--- config.mk ---
export PLATFORM = sky130hd
export DESIGN_NAME = supply_seq_top
export DESIGN_NICKNAME = d
export VERILOG_FILES = /design/src/rtl/supply_seq_pkg.sv /design/src/rtl/supply_sync_filter.sv /design/src/rtl/supply_hold_timer.sv /design/src/rtl/supply_seq_top.sv
export SDC_FILE = /design/constraint.sdc
export NUM_CORES = 1
export LEC_CHECK = 0
export BUFFER_PORTS_ARGS = -buffer_cell sky130_fd_sc_hd__buf_2
export CORE_AREA = 8 8 45 47
export DETAILED_ROUTE_END_ITERATION = 8
export DIE_AREA = 0 0 53 55
export GPL_TIMING_DRIVEN = 0
export PLACE_DENSITY = 0.77
export SKIP_LAST_GASP = 1
export SLEW_MARGIN = 20
export SYNTH_ARGS = -nofsm -noshare
export SYNTH_HDL_FRONTEND = slang
export SYNTH_HIERARCHICAL = 1
export SYNTH_SLANG_ARGS = --single-unit
--- constraint.sdc ---
create_clock -name clk -period 1.4 [get_ports clk]
set_input_delay 0.28 -clock clk [delete_from_list [all_inputs] [get_ports clk]]
set_output_delay 0.28 -clock clk [all_outputs]
set_load 0.02 [all_outputs]
--- src/rtl/supply_seq_pkg.sv ---
package supply_seq_pkg;
  // Sequencer phase, derived each cycle from filtered supply and timer state
  typedef enum logic [1:0] {
    PH_DOWN  = 2'd0,  // supply bad: protect and reset
    PH_GUARD = 2'd1,  // supply good, recovery window running
    PH_HOLD  = 2'd2,  // writes allowed, reset still held
    PH_UP    = 2'd3   // fully released
  } phase_e;
endpackage

--- src/rtl/supply_sync_filter.sv ---
module supply_sync_filter #(
  parameter int FILT_LEN = 3
) (
  input  logic clk,
  input  logic rst,
  input  logic raw_i,
  output logic good_o
);
  localparam int FW = $clog2(FILT_LEN + 1);
  localparam logic [FW-1:0] RUN_LIM = FW'(FILT_LEN - 1);

  logic s1_q, s2_q, good_q;
  logic [FW-1:0] run_q;

  always_ff @(posedge clk) begin
    if (rst) begin
      s1_q   <= 1'b0;
      s2_q   <= 1'b0;
      good_q <= 1'b0;
      run_q  <= '0;
    end else begin
      s1_q <= raw_i;
      s2_q <= s1_q;
      if (s2_q == good_q) begin
        run_q <= '0;
      end else if (run_q == RUN_LIM) begin
        good_q <= s2_q;
        run_q  <= '0;
      end else begin
        run_q <= run_q + 1'b1;
      end
    end
  end

  assign good_o = good_q;

  // the filtered level only ever moves to what the synchronizer showed
  assert_flip_follows_sync_R7: assert property (@(posedge clk) disable iff (rst)
    (good_q != $past(good_q)) |-> ($past(s2_q) == good_q));

  // a change needs the synchronized level to differ on the previous cycle
  assert_flip_needs_diff_R7: assert property (@(posedge clk) disable iff (rst)
    (good_q != $past(good_q)) |-> ($past(s2_q) != $past(good_q)));
endmodule

--- src/rtl/supply_hold_timer.sv ---
module supply_hold_timer #(
  parameter int WP_TICKS  = 100,
  parameter int RST_TICKS = 200
) (
  input  logic clk,
  input  logic rst,
  input  logic run_i,
  input  logic tick_i,
  output logic wp_done_o,
  output logic rst_done_o
);
  localparam int CW = $clog2(RST_TICKS + 1);
  localparam logic [CW-1:0] WP_LIM  = CW'(WP_TICKS);
  localparam logic [CW-1:0] RST_LIM = CW'(RST_TICKS);

  generate
    if (WP_TICKS < 1 || RST_TICKS <= WP_TICKS) begin : g_bad_cfg
      $error("supply_hold_timer: need 1 <= WP_TICKS < RST_TICKS");
    end
  endgenerate

  logic [CW-1:0] cnt_q;

  always_ff @(posedge clk) begin
    if (rst || !run_i) begin
      cnt_q <= '0;
    end else if (tick_i && (cnt_q != RST_LIM)) begin
      cnt_q <= cnt_q + 1'b1;
    end
  end

  assign wp_done_o  = (cnt_q >= WP_LIM);
  assign rst_done_o = (cnt_q >= RST_LIM);

  // the count moves only on a tick, or clears
  assert_step_on_tick_R5: assert property (@(posedge clk) disable iff (rst)
    (cnt_q != $past(cnt_q)) |-> ($past(tick_i) || cnt_q == '0));

  // saturation at the reset hold length
  assert_no_overflow_R5: assert property (@(posedge clk) disable iff (rst)
    cnt_q <= RST_LIM);

  // supply loss restarts the windows
  assert_restart_R6: assert property (@(posedge clk) disable iff (rst)
    !run_i |=> (cnt_q == '0));
endmodule

--- src/rtl/supply_seq_top.sv ---
module supply_seq_top
  import supply_seq_pkg::*;
#(
  parameter int FILT_LEN  = 3,
  parameter int WP_TICKS  = 100,
  parameter int RST_TICKS = 200
) (
  input  logic clk,
  input  logic rst,
  input  logic tick_i,
  input  logic supply_ok_i,
  output logic wp_o,
  output logic rst_pull_o,
  output logic batt_en_o
);
  logic good;
  logic wp_done, rst_done;
  phase_e phase;
  logic wp_q, pull_q, batt_q;

  supply_sync_filter #(.FILT_LEN(FILT_LEN)) filt_i (
    .clk    (clk),
    .rst    (rst),
    .raw_i  (supply_ok_i),
    .good_o (good)
  );

  supply_hold_timer #(.WP_TICKS(WP_TICKS), .RST_TICKS(RST_TICKS)) tmr_i (
    .clk        (clk),
    .rst        (rst),
    .run_i      (good),
    .tick_i     (tick_i),
    .wp_done_o  (wp_done),
    .rst_done_o (rst_done)
  );

  always_comb begin
    if (!good)          phase = PH_DOWN;
    else if (rst_done)  phase = PH_UP;
    else if (wp_done)   phase = PH_HOLD;
    else                phase = PH_GUARD;
  end

  always_ff @(posedge clk) begin
    if (rst) begin
      wp_q   <= 1'b1;
      pull_q <= 1'b1;
      batt_q <= 1'b0;
    end else begin
      wp_q   <= (phase == PH_DOWN) || (phase == PH_GUARD);
      pull_q <= (phase != PH_UP);
      if (good) batt_q <= 1'b1;
    end
  end

  assign wp_o       = wp_q;
  assign rst_pull_o = pull_q;
  assign batt_en_o  = batt_q;

  // a bad filtered supply protects and resets on the next edge
  assert_loss_protects_R2: assert property (@(posedge clk) disable iff (rst)
    !good |=> (wp_q && pull_q));

  // the battery flag never clears outside reset
  assert_batt_sticky_R8: assert property (@(posedge clk) disable iff (rst)
    batt_q |=> batt_q);

  // reset release implies protection already lifted
  assert_order_R9: assert property (@(posedge clk) disable iff (rst)
    !pull_q |-> !wp_q);

  // protection only lifts while the supply stays good
  assert_wp_release_R3: assert property (@(posedge clk) disable iff (rst)
    $fell(wp_q) |-> $past(good));
endmodule

==> metrics.cfg, run 1 <==
[outcome]
outcome=completed

[finish]
diodes=0
layout_commonest_cell=dfxtp_1
multi_input_area_um2=359
register_area_um2=323
n_fill_cell=118
final_cell_mix=dfxtp_1 (14), nand2_1 (8), buf_2 (6)
nets=91
post-route-util_pct=56.9
stdcell_area_um2=787
syn_to_final_growth_pct=13.9
drive_above_1_share_pct=24.1

[floorplanning]
initial_core_util_pct=49.9
die_w_um=53
core_mm2=0.00138
dieArea_mm2=0.00292
chipHeight_um=55
num_io_pins=7
rows=14

[clock_network]
root_buffer=clkbuf_4
cts.sinks=16
cts.path.max_buffers=2
clock_latency_ns=0.29
cts_tree=yes
cts_buffers=3
htreeDepth=1
post_cts_buffers=0
clk_pin_slew_ns=0.09

[routing]
wirelength_um=1130
drtIter0Drc=12
first_pass_iters=4
ant_nets=0
via_per_inst=5.38
drc_errors=0
wl_per_cell_um=11.4
via_count=533

[worst_setup_path]
slowest_delay_ns=0.48
path_max_fanout=7
crit_chain=nand3_2 -> or4_1 -> a21oi_1
cp.arrival_ns=1.51
path_delay_family=simple AND/OR/NAND/NOR gates
critPathKind=reg -> reg
critical_path_buf_inv_count=0
worst_setup_path_start_kind=register
rr_worst_depth=3
path_depth=3
cp_data_required_time_ns=1.63
endpoint_kind=register
crit_slowest_cell=or4_1

[synth]
avgSynthCellArea_um2=9.46
synth.top_cell.area_share_pct=46.4
netlist_instances=73
ys_ff_latch=16
synth_area_um2=691
ys_seq_area_share_pct=46.4
synth.area.top_cells=dfxtp_1 (46%), ha_1 (5.4%), mux2i_1 (4.3%), nand2_1 (4.3%), a21oi_1 (2.9%)
synth_edf_count=0
yosysUniqueCellTypes=28
synth_ff_type=dfxtp_1
yosys.area.top_type=dfxtp_1
syn_nets=80
async_flop_share_pct=0
yosys_warnings=6

[placed_design]
place.gp.congestion=0.777
post-dp-hpwl_um=856
portBuffers=6
place_area_um2=741

[global_route]
grt_remaining_overflow=0
grt_pass1_vias=487
grt_pass1_wl_um=2050
antenna_found_initial=0
grt_start_max_net_pins=10
grt.total_usage_pct=9.60

[worst_hold_path]
hold_class=in -> reg
min_path_cells=2

[pwr]
comb_power_share_pct=2.4
leakage_uw=0.000261
p_seq_share_pct=58.7
vdd_drop_max_uv=637
power_density_mw_per_mm2=996
switching_share_pct=20.2
clkPwrFrac_pct=38.9
p_int_uw=625
switchingPower_uw=158

[timing]
period_minus_slack_ns=1.29
maxSlewViolCount=0
tightest_slew_ns=0.347
fmax_mhz=777
hold_viol=0
finalCritPeriodShare_pct=91.9
rsz0062_at_grt=false
slew_headroom_pct=76.8
fin_hold_ws_ns=0.203
skew_ns=0.00190
setup_tns_ns=0
setup_viol=0

[job]
drv_cap=0

## routing by layer
| layer | part of all wire, % | vias up | global-route usage, % |
|---|---|---|---|
| met1 | 49 | 238 | 10.4 |
| li1 | - | 279 | - |
| met3 | 5.3 | 4 | 3.74 |
| met5 | 0 | - | 0 |
| met4 | 2.7 | 0 | 7.76 |
| met2 | 43 | 12 | 14.6 |
## flip-flops by register name, indices dropped and copies added, names as in the netlist
signal / cells
filt_i/run_q: 2
filt_i/s2_q: 1
wp_o: 1
filt_i/good_o: 1
rst_pull_o: 1
batt_en_o: 1
filt_i/s1_q: 1
tmr_i/cnt_q: 8
## stage by stage
step	instances	power (uW)	worst slack (ns)
5_1_grt	99	820	0.0206
3_5_place_dp	95	489	0.0998
2_1_floorplan	73	478	0.180
6_report	99	784	0.113
3_3_place_gp	95	488	0.116
4_1_cts	99	795	0.0678
## final timing paths
check	start	end	slack [ns]
max reg2reg	tmr_i/cnt_q[2]$_SDFFE_PP0P_	tmr_i/cnt_q[7]$_SDFFE_PP0P_	0.11
min reg2reg	filt_i/run_q[0]$_SDFF_PP0_	filt_i/run_q[0]$_SDFF_PP0_	0.43
max	tmr_i/cnt_q[2]$_SDFFE_PP0P_	tmr_i/cnt_q[7]$_SDFFE_PP0P_	0.11
min	supply_ok_i	filt_i/s1_q$_SDFF_PP0_	0.20
## power groups by stage
stage / Combinational [uW] / Clock [uW] / Sequential [uW]
after floorplan: 8.14 / 0 / 470
after global placement: 17.9 / 0 / 470
after detailed placement: 18.4 / 0 / 470
after CTS: 18.3 / 317 / 460
after global routing: 21.4 / 338 / 460
final: 18.8 / 305 / 460
## Yosys cell counts, types with 2 or more instances
cell      n
a21oi_1   4
o21ai_0   2
ha_1      3
nand4_1   2
nand2_1   8
mux2i_1   3
inv_1     5
dfxtp_1  16
nor4_1    2
or3_2     2
xor2_1    2
nand3_1   2
nor2b_1   3
nor2_1    5
## cell type report
cell class / instances / share of cell area, %
flip-flops and latches: 16 / 41.0
inverters: 5 / 2.38
multi-input cells: 52 / 45.6
clock buffers: 4 / 4.61
well taps: 16 / 2.54
repair buffers: 6 / 3.82
## kinds of logic (layout without fill, tap and decap cells)
family                   after synthesis  in the layout  share of synthesized area [%]
AND/OR/NAND/NOR                       31             31                           25.2
flip-flops                            16             16                           46.4
AO/OA/AOI/OAI                         12             12                           12.1
buffers and inverters                  5             15                           2.72
adder cells (fa/ha/maj)                3              3                           5.44
XOR/XNOR                               3              3                           3.81
multiplexers                           3              3                           4.35
## what timing repair did
item,CTS,global route
resized for setup,0,3
setup endpoints to repair,0,3
hold buffers,0,0
Power figures use the tool's default switching activity.
==> run 2: changes to the inputs <==
--- a/config.mk
+++ b/config.mk
@@ -5,15 +5,14 @@
 export SDC_FILE = /design/constraint.sdc
 export NUM_CORES = 1
 export LEC_CHECK = 0
-export BUFFER_PORTS_ARGS = -buffer_cell sky130_fd_sc_hd__buf_2
 export CORE_AREA = 8 8 45 47
 export DETAILED_ROUTE_END_ITERATION = 8
 export DIE_AREA = 0 0 53 55
+export DONT_BUFFER_PORTS = 1
 export GPL_TIMING_DRIVEN = 0
-export PLACE_DENSITY = 0.77
+export PLACE_DENSITY = 0.71
 export SKIP_LAST_GASP = 1
 export SLEW_MARGIN = 20
 export SYNTH_ARGS = -nofsm -noshare
 export SYNTH_HDL_FRONTEND = slang
-export SYNTH_HIERARCHICAL = 1
 export SYNTH_SLANG_ARGS = --single-unit
==> constraint.sdc (replaced) <==
create_clock -name clk -period 1.2 [get_ports clk]
set_input_delay 0.24 -clock clk [delete_from_list [all_inputs] [get_ports clk]]
set_output_delay 0.24 -clock clk [all_outputs]
set_load 0.02 [all_outputs]
==> metrics.cfg, run 2 <==
[timing]
setup_viol=4  ; +4
rsz0062_at_grt=true
fin_hold_ws_ns=0.0895  ; -0.113 ns
finalCritPeriodShare_pct=108  ; +16 points
tightest_slew_ns=0.312  ; -0.0353 ns
skew_ns=0.00262  ; +0.000723 ns
period_minus_slack_ns=1.30  ; +0.0112 ns
fin_ws_ns=-0.0984  ; -0.211 ns
slew_headroom_pct=78.9  ; +2.1 points
fmax_mhz=770  ; -0.86%
hold_viol=0  ; unchanged
maxSlewViolCount=0  ; unchanged

[synth]
synth.area.top_cells=dfxtp_1 (48%), ha_1 (5.7%), mux2i_1 (4.5%), nor2_1 (4.5%), nand4_1 (3.8%)
syn_nets=78  ; -2.5%
async_flop_share_pct=0  ; unchanged
netlist_instances=71  ; -2.7%
synth_area_um2=663  ; -4.0%
yosys_warnings=0  ; -6
ys_ff_latch=16  ; unchanged
avgSynthCellArea_um2=9.34  ; -1.3%
yosysUniqueCellTypes=24  ; -14%
synthTopCellsByCount=dfxtp_1 (16), nor2_1 (8), nand2_1 (6)
synth_edf_count=0  ; unchanged
ys_seq_area_share_pct=48.3  ; +1.9 points
yosys.area.top_type=dfxtp_1
synth_ff_type=dfxtp_1
post-synth-top-count-cell=dfxtp_1
synth.top_cell.area_share_pct=48.3  ; +1.9 points

[global_route]
grt.total_usage_pct=9.49  ; -0.11 points
grt_pass1_vias=485  ; -0.41%
grt_remaining_overflow=0  ; unchanged
grt_start_max_net_pins=10  ; unchanged
grt_pass1_wl_um=1990  ; -3.0%
antenna_found_initial=0  ; unchanged

[pwr]
power_uw=889  ; +13%
vdd_drop_max_uv=819  ; +29%
power_density_mw_per_mm2=1140  ; +15%
leakage_uw=0.000247  ; -5.5%

[routing]
wl_per_cell_um=13.2  ; +16%
ant_nets=0  ; unchanged
via_count=517  ; -3.0%
via_per_inst=5.56  ; +3.3%
drc_errors=0  ; unchanged
drtIter0Drc=23  ; +11
wirelength_um=1230  ; +8.8%
first_pass_iters=4  ; unchanged

[worst_setup_path]
timing.rr.start=tmr_i.cnt_q[0]$_SDFFE_PP0P_
worst_setup_path_start_kind=register
crit_chain=inv_4 -> ha_4 -> nand4_1 -> o41a_1 -> mux2i_1
crit_start=tmr_i.cnt_q[0]$_SDFFE_PP0P_
cp_data_required_time_ns=1.41  ; -0.22 ns
path_delay_family=flip-flops
endpoint_kind=register
path_max_fanout=5  ; -2
crit_slowest_cell=dfxtp_4
slowest_delay_ns=0.38  ; -0.10 ns
critPathKind=reg -> reg
cp.arrival_ns=1.50  ; about the same
critical_path_buf_inv_count=1  ; +1

[finish]
drive_above_1_share_pct=24.7  ; +0.58 points
layout.cells.non_filler=93  ; -6.1%
largest_reg_flops=8  ; unchanged
syn_to_final_growth_pct=17.2
final_cell_mix=dfxtp_1 (10), nor2_1 (8), nand2_1 (6)
diodes=0  ; unchanged
multi_input_area_um2=345  ; -3.8%
top_register=tmr_i.cnt_q
nets=85  ; -6.6%
n_fill_cell=120  ; +1.7%
reg_top3=tmr_i.cnt_q (8), filt_i.run_q (2)
layout_commonest_cell=dfxtp_1
post-route-util_pct=56.1  ; -0.72 points
register_area_um2=340  ; +5.4%

[outcome]
outcome=finished, violations left
violations=setup timing

[clock_network]
clock_latency_ns=0.28  ; about the same
cts_tree=yes
clk_pin_slew_ns=0.09  ; about the same
cts.sinks=16  ; unchanged
cts_buffers=3  ; unchanged
root_buffer=clkbuf_4
htreeDepth=1  ; unchanged
cts.path.max_buffers=2  ; unchanged

[worst_hold_path]
worstHoldStart=supply_ok_i
hold_class=in -> reg

[placed_design]
place_inst=87  ; -8.4%
portBuffers=0  ; -6
post-place-ws_ns=-0.139  ; -0.239 ns
post-dp-hpwl_um=805  ; -5.9%
place.gp.congestion=0.724  ; -6.9%

[floorplanning]
initial_core_util_pct=47.9  ; -2.0 points
die_w_um=53  ; unchanged
chipHeight_um=55  ; unchanged
num_io_pins=7  ; unchanged
core_mm2=0.00138  ; unchanged
dieArea_mm2=0.00292  ; unchanged
rows=14  ; unchanged

[job]
drv_cap=0  ; unchanged

[run 2: cell types whose count changed in the layout (fill, tap and decap cells not counted), sizes merged, moves of 2 or more]
| cell | delta |
|---|---|
| nor4 | -2 |
| nand4 | +2 |
| nor2 | +3 |
| or3 | +2 |
| nand2 | -2 |
| buf | -5 |
[run 2: kinds of logic (layout without fill, tap and decap cells)]
family | Yosys count | count (layout) | synth area share (%)
simple gates | 32 | 32 | 25.8
flops | 16 | 16 | 48.3
compound gates | 10 | 10 | 9.43
buf+inv | 4 | 10 | 2.26
fa+ha+maj | 3 | 3 | 5.66
xor+xnor | 3 | 3 | 3.96
mux | 3 | 3 | 4.53
[run 2: report_power, final]
group	leakage [uW]	internal (uW)	total, uW	switching, uW
combinational	0.0000919	8.87	14.3	5.40
sequential	0.000134	524	525	1.79
clock	0.0000210	185	349	165
[run 2: final timing paths]
| path | to | slack, ns | depth (start not counted) |
|---|---|---|---|
| max | tmr_i.cnt_q[1]$_SDFFE_PP0P_ | -0.1 | 5 |
| min | filt_i.s1_q$_SDFF_PP0_ | 0.09 | 1 |
| max reg2reg | tmr_i.cnt_q[1]$_SDFFE_PP0P_ | -0.1 | 5 |
| min reg2reg | filt_i.run_q[0]$_SDFF_PP0_ | 0.40 | 1 |
[run 2: stage by stage]
step / setup TNS (ns) / instance area, um2
4_1_cts: -0.253 / 741
3_3_place_gp: -0.287 / 684
2_1_floorplan: 0 / 664
5_1_grt: -0.705 / 777
3_5_place_dp: -0.394 / 684
6_report: -0.253 / 777
[run 2: repair_timing]
action,CTS,global route
gates cloned,0,0
setup buffers,1,0
hold buffers,0,1
endpoints found under the setup margin,6,9
gates resized for setup,7,9
endpoints found under the hold margin,0,4
pin swaps,1,0
[run 2: cell type report]
| cell class | count | area share, % |
|---|---|---|
| Multi-Input combinational cell | 51 | 44.4 |
| Sequential cell | 16 | 43.8 |
| Clock buffer | 4 | 4.67 |
| Tap cell | 16 | 2.58 |
| Timing Repair Buffer | 2 | 2.25 |
| Inverter | 4 | 2.25 |
[run 2: per-layer routing]
metal | track usage, % | part of all wire (%) | vias up | wire length (um)
li1 | - | - | 259 | -
met5 | 0 | 0 | - | 0
met1 | 8.45 | 42 | 241 | 520
met4 | 7.33 | 2.6 | 0 | 32
met3 | 5.08 | 5.4 | 5 | 67
met2 | 16.0 | 50 | 12 | 610
